==> src/rtl/ldst_fmt_pkg.sv <==
package ldst_fmt_pkg;

  typedef enum logic [1:0] {
    SZ_BYTE = 2'd0,
    SZ_HALF = 2'd1,
    SZ_WORD = 2'd2,
    SZ_BAD  = 2'd3
  } acc_size_e;

  // Byte count of an access; the reserved code maps to a full word but is
  // always accompanied by a cleared enable.
  function automatic int size_bytes(acc_size_e s);
    case (s)
      SZ_BYTE: return 1;
      SZ_HALF: return 2;
      default: return 4;
    endcase
  endfunction

endpackage

==> src/rtl/ldst_ea.sv <==
module ldst_ea #(
  parameter int DW     = 32,
  parameter int DISP_W = 16,
  parameter int IDX_W  = 5
) (
  input  logic [IDX_W-1:0]  base_idx,
  input  logic [DW-1:0]     base_val,
  input  logic [DW-1:0]     index_val,
  input  logic [DISP_W-1:0] disp,
  input  logic              use_index,
  output logic [DW-1:0]     ea
);
  localparam int EXT_W = DW - DISP_W;

  logic [DW-1:0] base_opnd;
  logic [DW-1:0] disp_ext;
  logic [DW-1:0] addend;

  // Register index zero reads as a literal zero operand.
  assign base_opnd = (base_idx == '0) ? '0 : base_val;
  assign disp_ext  = {{EXT_W{disp[DISP_W-1]}}, disp};
  assign addend    = use_index ? index_val : disp_ext;
  assign ea        = base_opnd + addend;
endmodule

==> src/rtl/ldst_store_lanes.sv <==
module ldst_store_lanes
  import ldst_fmt_pkg::*;
#(
  parameter int DW = 32
) (
  input  acc_size_e                     size,
  input  logic [$clog2(DW/8)-1:0]       off,
  input  logic [DW-1:0]                 data,
  input  logic                          en,
  output logic [DW/8-1:0]               be,
  output logic [DW-1:0]                 wdata
);
  localparam int LANES = DW / 8;

  // Returns {enable, byte} for one lane. Lane index j holds address offset
  // LANES-1-j; k is the position of that offset inside the access, with 0
  // being the most significant byte of the data.
  function automatic logic [8:0] lane_pick(int lane, int offv, int n,
                                           logic [DW-1:0] d, logic e);
    logic [8:0] r;
    int k;
    r = '0;
    k = (LANES - 1 - lane) - offv;
    if (e && k >= 0 && k < n) r = {1'b1, d[8*(n-1-k) +: 8]};
    return r;
  endfunction

  int nbytes;
  int offset_i;
  always_comb begin
    nbytes   = size_bytes(size);
    offset_i = int'(off);
  end

  for (genvar j = 0; j < LANES; j++) begin : g_lane
    assign {be[j], wdata[8*j +: 8]} = lane_pick(j, offset_i, nbytes, data, en);
  end
endmodule

==> src/rtl/ldst_load_extract.sv <==
module ldst_load_extract
  import ldst_fmt_pkg::*;
#(
  parameter int DW = 32
) (
  input  acc_size_e               size,
  input  logic [$clog2(DW/8)-1:0] off,
  input  logic [DW-1:0]           mem_word,
  input  logic                    algebraic,
  input  logic                    en,
  output logic [DW-1:0]           ldata
);
  localparam int LANES = DW / 8;
  localparam int HW    = 16;

  logic [DW-1:0] raw;

  always_comb begin
    int n;
    int offv;
    n    = size_bytes(size);
    offv = int'(off);
    raw  = '0;
    // Access byte k sits at address offset offv+k; offsets past the word
    // are left zero for the next stage to fetch.
    for (int k = 0; k < LANES; k++) begin
      if (k < n && (offv + k) < LANES)
        raw[8*(n-1-k) +: 8] = mem_word[8*(LANES-1-offv-k) +: 8];
    end
    if (!en)
      ldata = '0;
    else if (algebraic && size == SZ_HALF)
      ldata = {{(DW-HW){raw[HW-1]}}, raw[HW-1:0]};
    else
      ldata = raw;
  end
endmodule

==> src/rtl/ldst_formatter.sv <==
module ldst_formatter
  import ldst_fmt_pkg::*;
#(
  parameter int DW     = 32,
  parameter int DISP_W = 16,
  parameter int IDX_W  = 5
) (
  input  logic              clk,
  input  logic              rst_n,
  input  logic              in_valid,
  output logic              in_ready,
  input  logic [IDX_W-1:0]  base_idx,
  input  logic [DW-1:0]     base_val,
  input  logic [DW-1:0]     index_val,
  input  logic [DISP_W-1:0] disp,
  input  logic              use_index,
  input  logic [1:0]        size,
  input  logic              is_store,
  input  logic              algebraic,
  input  logic              update,
  input  logic [DW-1:0]     st_data,
  input  logic [DW-1:0]     mem_word,
  output logic              out_valid,
  input  logic              out_ready,
  output logic [DW-1:0]     out_ea,
  output logic [1:0]        out_size,
  output logic              out_is_store,
  output logic [DW/8-1:0]   out_be,
  output logic [DW-1:0]     out_wdata,
  output logic [DW-1:0]     out_ldata,
  output logic              out_misalign,
  output logic              out_illegal,
  output logic              out_wb_base
);
  localparam int LANES = DW / 8;
  localparam int OFFW  = $clog2(LANES);

  acc_size_e           sz;
  logic [DW-1:0]       ea;
  logic [OFFW-1:0]     off;
  logic                illegal;
  logic                misalign;
  logic                st_en;
  logic                ld_en;
  logic [LANES-1:0]    be_c;
  logic [DW-1:0]       wdata_c;
  logic [DW-1:0]       ldata_c;

  assign sz  = acc_size_e'(size);
  assign off = ea[OFFW-1:0];

  ldst_ea #(.DW(DW), .DISP_W(DISP_W), .IDX_W(IDX_W)) u_ea (
    .base_idx (base_idx),
    .base_val (base_val),
    .index_val(index_val),
    .disp     (disp),
    .use_index(use_index),
    .ea       (ea)
  );

  // Sign extension is legal for halfword loads only; the reserved size
  // code is never legal.
  assign illegal = (sz == SZ_BAD) || (!is_store && algebraic && sz != SZ_HALF);
  assign st_en   = is_store && !illegal;
  assign ld_en   = !is_store && !illegal;

  always_comb begin
    case (sz)
      SZ_HALF: misalign = ea[0];
      SZ_WORD: misalign = (off != '0);
      default: misalign = 1'b0;
    endcase
  end

  ldst_store_lanes #(.DW(DW)) u_st (
    .size (sz),
    .off  (off),
    .data (st_data),
    .en   (st_en),
    .be   (be_c),
    .wdata(wdata_c)
  );

  ldst_load_extract #(.DW(DW)) u_ld (
    .size     (sz),
    .off      (off),
    .mem_word (mem_word),
    .algebraic(algebraic),
    .en       (ld_en),
    .ldata    (ldata_c)
  );

  // Single output register with valid/ready; empty or draining accepts.
  assign in_ready = !out_valid || out_ready;

  always_ff @(posedge clk) begin
    if (!rst_n) begin
      out_valid    <= 1'b0;
      out_ea       <= '0;
      out_size     <= '0;
      out_is_store <= 1'b0;
      out_be       <= '0;
      out_wdata    <= '0;
      out_ldata    <= '0;
      out_misalign <= 1'b0;
      out_illegal  <= 1'b0;
      out_wb_base  <= 1'b0;
    end else if (in_ready) begin
      out_valid <= in_valid;
      if (in_valid) begin
        out_ea       <= ea;
        out_size     <= size;
        out_is_store <= is_store;
        out_be       <= be_c;
        out_wdata    <= wdata_c;
        out_ldata    <= ldata_c;
        out_misalign <= misalign && !illegal;
        out_illegal  <= illegal;
        out_wb_base  <= update && !illegal;
      end
    end
  end

  assert_hold_stalled_R10: assert property (@(posedge clk) disable iff (!rst_n)
    out_valid && !out_ready |=> out_valid && $stable(out_ea) && $stable(out_be)
                                 && $stable(out_ldata) && $stable(out_wdata));

  assert_no_accept_stalled_R10: assert property (@(posedge clk) disable iff (!rst_n)
    out_valid && !out_ready |-> !in_ready);

  assert_illegal_quiet_R7: assert property (@(posedge clk) disable iff (!rst_n)
    out_valid && out_illegal |-> out_be == '0 && !out_wb_base && out_ldata == '0
                                 && !out_misalign);

  assert_word_misalign_R9: assert property (@(posedge clk) disable iff (!rst_n)
    out_valid && !out_illegal && out_size == 2'd2 && out_ea[1:0] != 2'd0
      |-> out_misalign);

  assert_byte_zext_R5: assert property (@(posedge clk) disable iff (!rst_n)
    out_valid && !out_is_store && !out_illegal && out_size == 2'd0
      |-> out_ldata[DW-1:8] == '0);

  assert_byte_one_lane_R4: assert property (@(posedge clk) disable iff (!rst_n)
    out_valid && out_is_store && !out_illegal && out_size == 2'd0
      |-> $countones(out_be) == 1);
endmodule

==> config.mk <==
export PLATFORM = sky130hd
export DESIGN_NAME = ldst_formatter
export DESIGN_NICKNAME = d
export VERILOG_FILES = /design/src/rtl/ldst_fmt_pkg.sv /design/src/rtl/ldst_ea.sv /design/src/rtl/ldst_store_lanes.sv /design/src/rtl/ldst_load_extract.sv /design/src/rtl/ldst_formatter.sv
export SDC_FILE = /design/constraint.sdc
export NUM_CORES = 1
export LEC_CHECK = 0
export ABC_AREA = 1
export ABC_CLOCK_PERIOD_IN_PS = 4000
export BUFFER_PORTS_ARGS = -buffer_cell sky130_fd_sc_hd__buf_2
export CAP_MARGIN = 40
export CORE_MARGIN = 8
export CORE_UTILIZATION = 40
export CTS_BUF_LIST = sky130_fd_sc_hd__clkbuf_8 sky130_fd_sc_hd__clkbuf_16
export CTS_CLUSTER_SIZE = 20
export DETAILED_ROUTE_END_ITERATION = 7
export PLACE_DENSITY_LB_ADDON = 0.15
export SLEW_MARGIN = 20
export SYNTH_ARGS = -nofsm -noshare
export SYNTH_HDL_FRONTEND = slang
export SYNTH_HIERARCHICAL = 1
export SYNTH_SLANG_ARGS = --single-unit
==> constraint.sdc <==
create_clock -name clk -period 4 [get_ports clk]
set_clock_uncertainty 0.1 [all_clocks]
set_input_delay 0.2 -clock clk [delete_from_list [all_inputs] [get_ports clk]]
set_output_delay 0.2 -clock clk [all_outputs]
set_load 0.02 [all_outputs]
# --- Word level (Yosys, flattened, before mapping) ---
# Index checks and enable logic that the tools add are counted.
word_totals:
  input_bits: 159
  register_bits: 107
op_classes:
  addsub: 23
  n_lt_le_gt_ge: 16
  muxes: 17
  bitwise_logic: 1
  reduce_logical: 28
  eq_ne: 4
  shifts: 16
ops:
  columns: ["cell", "count"]
  rows:
  - ["$mux 32", 8]
  - ["$shiftx 32x32->8", 7]
  - ["$shift 8x33->32 const A", 4]
  - ["$shiftx 8x33->32", 4]
  - ["$neg 32->33", 3]
  - ["$bwmux 32", 3]
  - ["$lt 32x4->1 const B", 3]
  - ["$mux 9", 4]
  - ["$neg 7->33", 1]
  - ["$add 32x32->32", 1]
  - ["$and 32x32->32", 1]
  - ["$shiftx 32x6->8", 1]
  - ["$sub 4x3->5", 4]
  - ["$logic_and 1x1->1", 19]
  - ["$lt 3x4->1", 4]
  - ["$ge 3x1->1 const B", 4]
  - ["$sub 4x3->5 const B", 2]
  - ["$sub 3x3->4 const B", 2]
  - ["$add 2x2->3 const B", 2]
  - ["$lt 1x3->1 const A", 2]
  - ["$lt 2x3->1 const A", 2]
  - ["$pmux 3 s2", 1]
  - ["$sub 1x2->3 const A", 2]
  - ["$sub 2x2->3 const A", 2]
  - ["15 further kinds", 19]

# --- Longest topological paths before layout ---
depth:
  word_depth: 16
  mapped_depth: 21

# --- By module ---
# The synthesis kept the hierarchy.
by_module_without_submodules:
  columns: ["mod", "instances", "cells_each", "area_per_inst_um2", "seq_area_each_um2"]
  rows:
  - ["ldst_formatter", 1, 480, 3847.4, 2142.1]
  - ["ldst_ea", 1, 618, 2999.1, 0.0]
  - ["ldst_load_extract", 1, 340, 1691.6, 0.0]
  - ["ldst_store_lanes", 1, 251, 1401.3, 0.0]

# --- Worst setup path before layout ---
# OpenSTA, ideal clock, no wires.
synth_timing:
  kind: "input-to-reg"
  startpoint: "in use_index"
  endpoint: "reg out_wdata[31]"
  cell_stages: 14
  path_buffers: 3
  slack_ps: 223
  t_arrival_ps: 3613
  path_cell_list: "buf_2 buf_2 mux2_2 ha_1 fa_1 inv_1 ha_1 fa_1 inv_1 clkbuf_1 nor2_1 a211oi_1 nor2_1 nor2_1"
synth_via:
  elab_chain_len: 7
  word_cells_on_any_way: 10
  cone_classes: "3 x add/sub; 2 x order compare; 1 x shift; 2 x mux; 2 x reduce/logical"
synth_lines:
  columns: ["item", "line_no", "text"]
  rows:
  - ["from (decl)", "ldst_formatter.sv:16", "input logic use_index,"]
  - ["$mux 32 (*)", "ldst_ea.sv:22", "assign addend = use_index ? index_val : disp_ext;"]
  - ["$add 32x32->32 (*)", "ldst_ea.sv:23", "assign ea = base_opnd + addend;"]
  - ["net ea[1]", "ldst_formatter.sv:39", "logic [DW-1:0] ea;"]
  - ["$sub 1x2->3 (*)", "ldst_store_lanes.sv:23", "k = (LANES - 1 - lane) - offv;"]
  - ["branches (longest 3 deep; another with $sub 4x3->5)", null, null]
  - ["$mux 9 (*)", "ldst_store_lanes.sv:24", "if (e && k >= 0 && k < n) r = {1'b1, d[8*(n-1-k) +: 8]};"]
  - ["net wdata_c[31]", "ldst_formatter.sv:46", "logic [DW-1:0] wdata_c;"]
  - ["to (signal assigned)", "ldst_formatter.sv:115", "out_wdata <= wdata_c;"]
  - ["to (decl)", "ldst_formatter.sv:29", "output logic [DW-1:0] out_wdata,"]
# Mark *: on every way through the listed nets, which the timed path passes.
# A chain may end at the register's enable or synchronous reset.

# --- Worst setup path in the final report ---
layout_timing:
  startpoint: "in base_idx[4]"
  endpoint: "reg out_wdata[10]"
layout_via:
  elab_chain_len: 8
  word_cells_on_any_way: 11
  cone_classes: "3 x add/sub; 2 x order compare; 1 x shift; 2 x mux; 3 x reduce/logical"
layout_lines:
  columns: ["item", "line_no", "text"]
  rows:
  - ["from (decl)", "ldst_formatter.sv:12", "input logic [IDX_W-1:0] base_idx,"]
  - ["$logic_not 5->1 (*)", "ldst_ea.sv:20", "assign base_opnd = (base_idx == '0) ? '0 : base_val;"]
  - ["$mux 32 (*)", "ldst_ea.sv:20", null]
  - ["$add 32x32->32 (*)", "ldst_ea.sv:23", null]
  - ["net ea[1]", "ldst_formatter.sv:39", null]
  - ["$sub 2x2->3 (*)", "ldst_store_lanes.sv:23", null]
  - ["branches (longest 3 deep; another with $sub 4x3->5)", null, null]
  - ["$mux 9 (*)", "ldst_store_lanes.sv:24", null]
  - ["net wdata_c[10]", "ldst_formatter.sv:46", null]
# Marked as above.

==> impl_metrics.prom <==
# TYPE chip_impl_metric gauge
chip_impl_metric{name="h-tree-depth",unit=""} 3
chip_impl_metric{name="timing.critical_path.buf_inv",unit=""} 5
chip_impl_metric{name="io_buffer_count",unit=""} 266
chip_impl_metric{name="final_min_period_over_clock_period",unit="%"} 84.5
chip_impl_info{name="worst_path_most_repeated_cell",value="inv_1"} 1
chip_impl_metric{name="final_core_util",unit="%"} 47.7
chip_impl_metric{name="post-layout-total-power",unit="mW"} 4.09
chip_impl_metric{name="n_antenna_cell",unit=""} 0
chip_impl_info{name="min_delay_worst_endpoint",value="out_is_store"} 1
chip_impl_metric{name="hpwl",unit="mm"} 27.1
chip_impl_info{name="run_status",value="finished, final reports clean"} 1
chip_impl_metric{name="syn_to_final_growth",unit="%"} 17.0
chip_impl_metric{name="ys_seq_elements",unit=""} 107
chip_impl_info{name="critical_path.cell_chain",value="buf_2 > nor3_1 > nand2_1 > nand2_1 > inv_1 > ha_1 > fa_1 > inv_1 > ha_1 > inv_1 > fa_1 > nand2_1 > o21ai_1 > inv_1 > nor2_1 > nor2_1 > nor2_1"} 1
chip_impl_metric{name="cellInternalPower",unit="mW"} 2.26
chip_impl_metric{name="timing.reg2reg.setup_slack",unit="ns"} 2.33
chip_impl_metric{name="num_rows",unit=""} 57
chip_impl_info{name="crit_start",value="base_idx[4]"} 1
chip_impl_metric{name="critical_path_required",unit="ns"} 4.20
chip_impl_info{name="holdCritStartpoint",value="is_store"} 1
chip_impl_info{name="hp-class",value="in -> reg"} 1
chip_impl_info{name="tritoncts_clock_tree",value="done"} 1
chip_impl_metric{name="post-place-ws",unit="ns"} 0.270
chip_impl_info{name="rr_startpoint",value="out_valid"} 1
chip_impl_metric{name="post_synth.cell_area_avg",unit="sq um"} 5.88
chip_impl_metric{name="ir_drop",unit="V"} 0.000182
chip_impl_metric{name="sequential_share_of_power",unit="%"} 29.4
chip_impl_metric{name="first_pass_iters",unit=""} 6
chip_impl_metric{name="finalSetupViolations",unit=""} 0
chip_impl_info{name="final_common_cell",value="nand2_1"} 1
chip_impl_metric{name="switching_share",unit="%"} 44.8
chip_impl_metric{name="switching_power",unit="mW"} 1.83
chip_impl_metric{name="synth.net_count",unit=""} 1905
chip_impl_metric{name="grt.overflow.total",unit=""} 0
chip_impl_info{name="post_synth_main_area_contributors",value="dfxtp_1 (22%), nand2_1 (15%), nor2_1 (12%)"} 1
chip_impl_metric{name="timing.critical_path.arrival",unit="ns"} 3.58
chip_impl_metric{name="initial_standard_cell_utilization_of_the_core",unit="%"} 40.8
chip_impl_metric{name="cts.repair.resized",unit=""} 0
chip_impl_metric{name="cts-hold-fix-buffers",unit=""} 0
chip_impl_metric{name="cts-root-to-sink-buffers",unit=""} 2
chip_impl_metric{name="totalNegativeSetupSlack",unit="ns"} 0
chip_impl_metric{name="numClockSinks",unit=""} 107
chip_impl_metric{name="final_antenna_net_count",unit=""} 0
chip_impl_metric{name="final_layout_size_suffix_gt1_share",unit="%"} 20.2
chip_impl_metric{name="least_setup_slack_across_all_paths_after_layout",unit="ns"} 0.620
chip_impl_metric{name="netlist-cell-type-count",unit=""} 44
chip_impl_metric{name="clkTransAtPathRegs",unit="ns"} 0.08
chip_impl_info{name="worst_path_dominant_cell_family",value="adder cells"} 1
chip_impl_metric{name="maximum_capacitance_violations",unit=""} 0
chip_impl_metric{name="final.hold.worst_slack",unit="ns"} 0.0205
chip_impl_metric{name="dieArea",unit="sq mm"} 0.0301
chip_impl_metric{name="drt-initial-drc-count",unit=""} 832
chip_impl_metric{name="max_stage_delay",unit="ns"} 0.81
chip_impl_info{name="worst_flop_to_flop_path_endpoint",value="out_size[1]"} 1
chip_impl_info{name="ctsRootBufferMaster",value="clkbuf_16"} 1
chip_impl_metric{name="async_flop_share",unit="%"} 0
chip_impl_metric{name="report.final.hold_viol_count",unit=""} 0
chip_impl_metric{name="non_filler_cell_area_final",unit="sq mm"} 0.0116
chip_impl_metric{name="portion_of_synthesized_cell_area_occupied_by_the_leading_cell_type",unit="%"} 21.6
chip_impl_info{name="synth_ff_type",value="dfxtp_1"} 1
chip_impl_info{name="synth_top_area_cell",value="dfxtp_1"} 1
chip_impl_metric{name="number_of_pins_with_negative_max_slew_slack_in_the_final_report",unit=""} 0
chip_impl_metric{name="design.portCount",unit=""} 267
chip_impl_metric{name="die_height",unit="microns"} 174
chip_impl_metric{name="timing.critical_path.fanout_max",unit=""} 16
chip_impl_metric{name="max_slew.worst_pin.slew",unit="ns"} 0.813
chip_impl_metric{name="placeableCoreArea",unit="sq mm"} 0.0244
chip_impl_metric{name="groute.usage.overall",unit="%"} 22.4
chip_impl_metric{name="post_syn_area",unit="sq mm"} 0.00994
chip_impl_metric{name="power.share.combinational",unit="%"} 47.3
chip_impl_metric{name="synth_edf_count",unit=""} 0
chip_impl_metric{name="routed_wl",unit="mm"} 34.6
chip_impl_metric{name="whs_path_depth",unit=""} 3
chip_impl_metric{name="grt_pass1_vias",unit=""} 10500
chip_impl_info{name="worstSetupPathType",value="in -> reg"} 1
chip_impl_metric{name="cellPowerDensity",unit="mW/mm^2"} 351
chip_impl_metric{name="cts.repair_timing.setup_buffer_count",unit=""} 0
chip_impl_metric{name="clk-insertion-delay-late",unit="ns"} 0.35
chip_impl_metric{name="post-route-drc-count",unit=""} 0
chip_impl_info{name="timing.critical_path.slowest_stage_cell",value="fa_1"} 1
chip_impl_metric{name="grt_max_degree",unit=""} 82
chip_impl_metric{name="ys.warnings.count",unit=""} 7
chip_impl_info{name="worst_setup_end_kind",value="flip-flop"} 1
chip_impl_metric{name="die_w",unit="microns"} 174
chip_impl_metric{name="grt_antenna_before_repair",unit=""} 0
chip_impl_metric{name="vias",unit=""} 11000
chip_impl_metric{name="avgViaCountPerCell",unit=""} 4.93
chip_impl_metric{name="max-slew-margin-rel",unit="%"} 45.5
chip_impl_metric{name="drt-wirelength-per-cell",unit="microns"} 15.4
chip_impl_metric{name="grt_first_pass_wirelength",unit="mm"} 55.7
chip_impl_metric{name="finalWorstPathRequiredPeriod",unit="ns"} 3.38
chip_impl_metric{name="netlist_instances",unit=""} 1689
chip_impl_info{name="layout.cells.most_common_list",value="nand2_1 (408), nor2_1 (309), buf_2 (266), inv_1 (244), o21ai_0 (118)"} 1
chip_impl_metric{name="finish.cell_count_without_fillers",unit=""} 2241
chip_impl_metric{name="power.share.clock",unit="%"} 23.3
chip_impl_metric{name="ys_seq_area_share",unit="%"} 21.6
chip_impl_metric{name="place.gp.congestion",unit=""} 0.915
chip_impl_metric{name="place.detailed.instances",unit=""} 2224
chip_impl_metric{name="r2r.worst_path.cells",unit=""} 5
chip_impl_info{name="timing.critical_path.from_type",value="primary input"} 1
chip_impl_metric{name="placedInstanceArea",unit="sq mm"} 0.0113
chip_impl_info{name="setup_repair_after_global_routing_missed_its_margin",value="false"} 1
chip_impl_metric{name="cts-buffers-inserted",unit=""} 9
chip_impl_metric{name="design.final.nets",unit=""} 2128
chip_impl_metric{name="fmaxAchievable",unit="MHz"} 296
chip_impl_metric{name="p_leak",unit="nW"} 6.76
[power by group through the flow]
stage | Sequential [mW] | Combinational, mW | Clock, mW
after detailed placement | 1.23 | 1.91 | 0
after global routing | 1.21 | 2.18 | 1.03
after floorplan | 1.32 | 1.31 | 0
after global placement | 1.23 | 1.91 | 0
final | 1.20 | 1.93 | 0.953
after CTS | 1.20 | 1.92 | 0.988
[worst max path at each step]
| stage | cells past startpoint | end |
|---|---|---|
| 3_3_place_gp | 17 | out_wdata[8] |
| 3_5_place_dp | 17 | out_wdata[15] |
| 2_1_floorplan | 14 | out_wdata[31] |
| 4_1_cts | 17 | out_wdata[15] |
| 6_report | 17 | out_wdata[10] |
| 5_1_grt | 17 | out_wdata[13] |
[kinds of logic after synthesis]
group                    count (synthesis)  share of synthesized area [%]
buffers and inverters                  338                           15.4
AND/OR/NAND/NOR                        880                           36.5
AO/OA/AOI/OAI                          258                           14.2
flip-flops                             107                           21.6
XOR/XNOR                                17                           1.50
multiplexers                            31                           3.31
other                                    1                         0.0377
adder cells (fa/ha/maj)                 57                           7.55
[per-layer routing]
| metal | vias up | share of wire [%] | global-route usage (%) |
|---|---|---|---|
| met5 | - | 0 | 0 |
| met4 | 0 | 2.0 | 6.77 |
| met3 | 41 | 5.8 | 3.90 |
| met2 | 333 | 45 | 36.5 |
| met1 | 4958 | 47 | 29.8 |
| li1 | 5712 | - | - |
[registers in the layout (all words and copies together) (netlist names)]
signal	count
out_be	4
out_ea	32
out_illegal	1
out_is_store	1
out_ldata	32
out_misalign	1
out_size	2
out_valid	1
out_wb_base	1
out_wdata	32
[worst reg2reg max path: stages, from the launching register on]
cell,delay [ns]
dfxtp_1,0.35
a21oi_4,0.17
buf_4,0.36
buf_16,0.32
o21ai_0,0.18
a21oi_1,0.12
[cells in the mapped netlist (2+ instances only)]
cell,count
nand3_2,5
buf_2,25
o21ai_0,118
nand4_1,14
inv_2,19
a21oi_2,11
fa_1,5
nor2_2,4
o21a_1,8
buf_8,2
nand2_4,2
nand3_1,107
a211oi_1,8
clkbuf_1,17
buf_4,3
ha_1,52
inv_1,244
buf_6,12
mux2_2,15
buf_1,3
a21oi_1,70
or2_1,2
dfxtp_1,107
clkbuf_8,10
mux2i_1,16
nand2_2,18
nor2_1,309
o21bai_1,4
o21ai_1,32
xnor2_1,2
nor3_1,4
nor3_2,5
xor2_1,15
nand2_1,408
o21ai_2,4
[final cells by class]
type                       instances  area, sq um
clock buffer                       9          225
clock inverter                     7         90.1
sequential                       107         2140
multi-input combinational       1244         6270
inverter                         266         1000
tap                              324          405
timing repair buffer             284         1500
fill                            2726        12800
No activity file was read; power rests on OpenSTA's default activity.
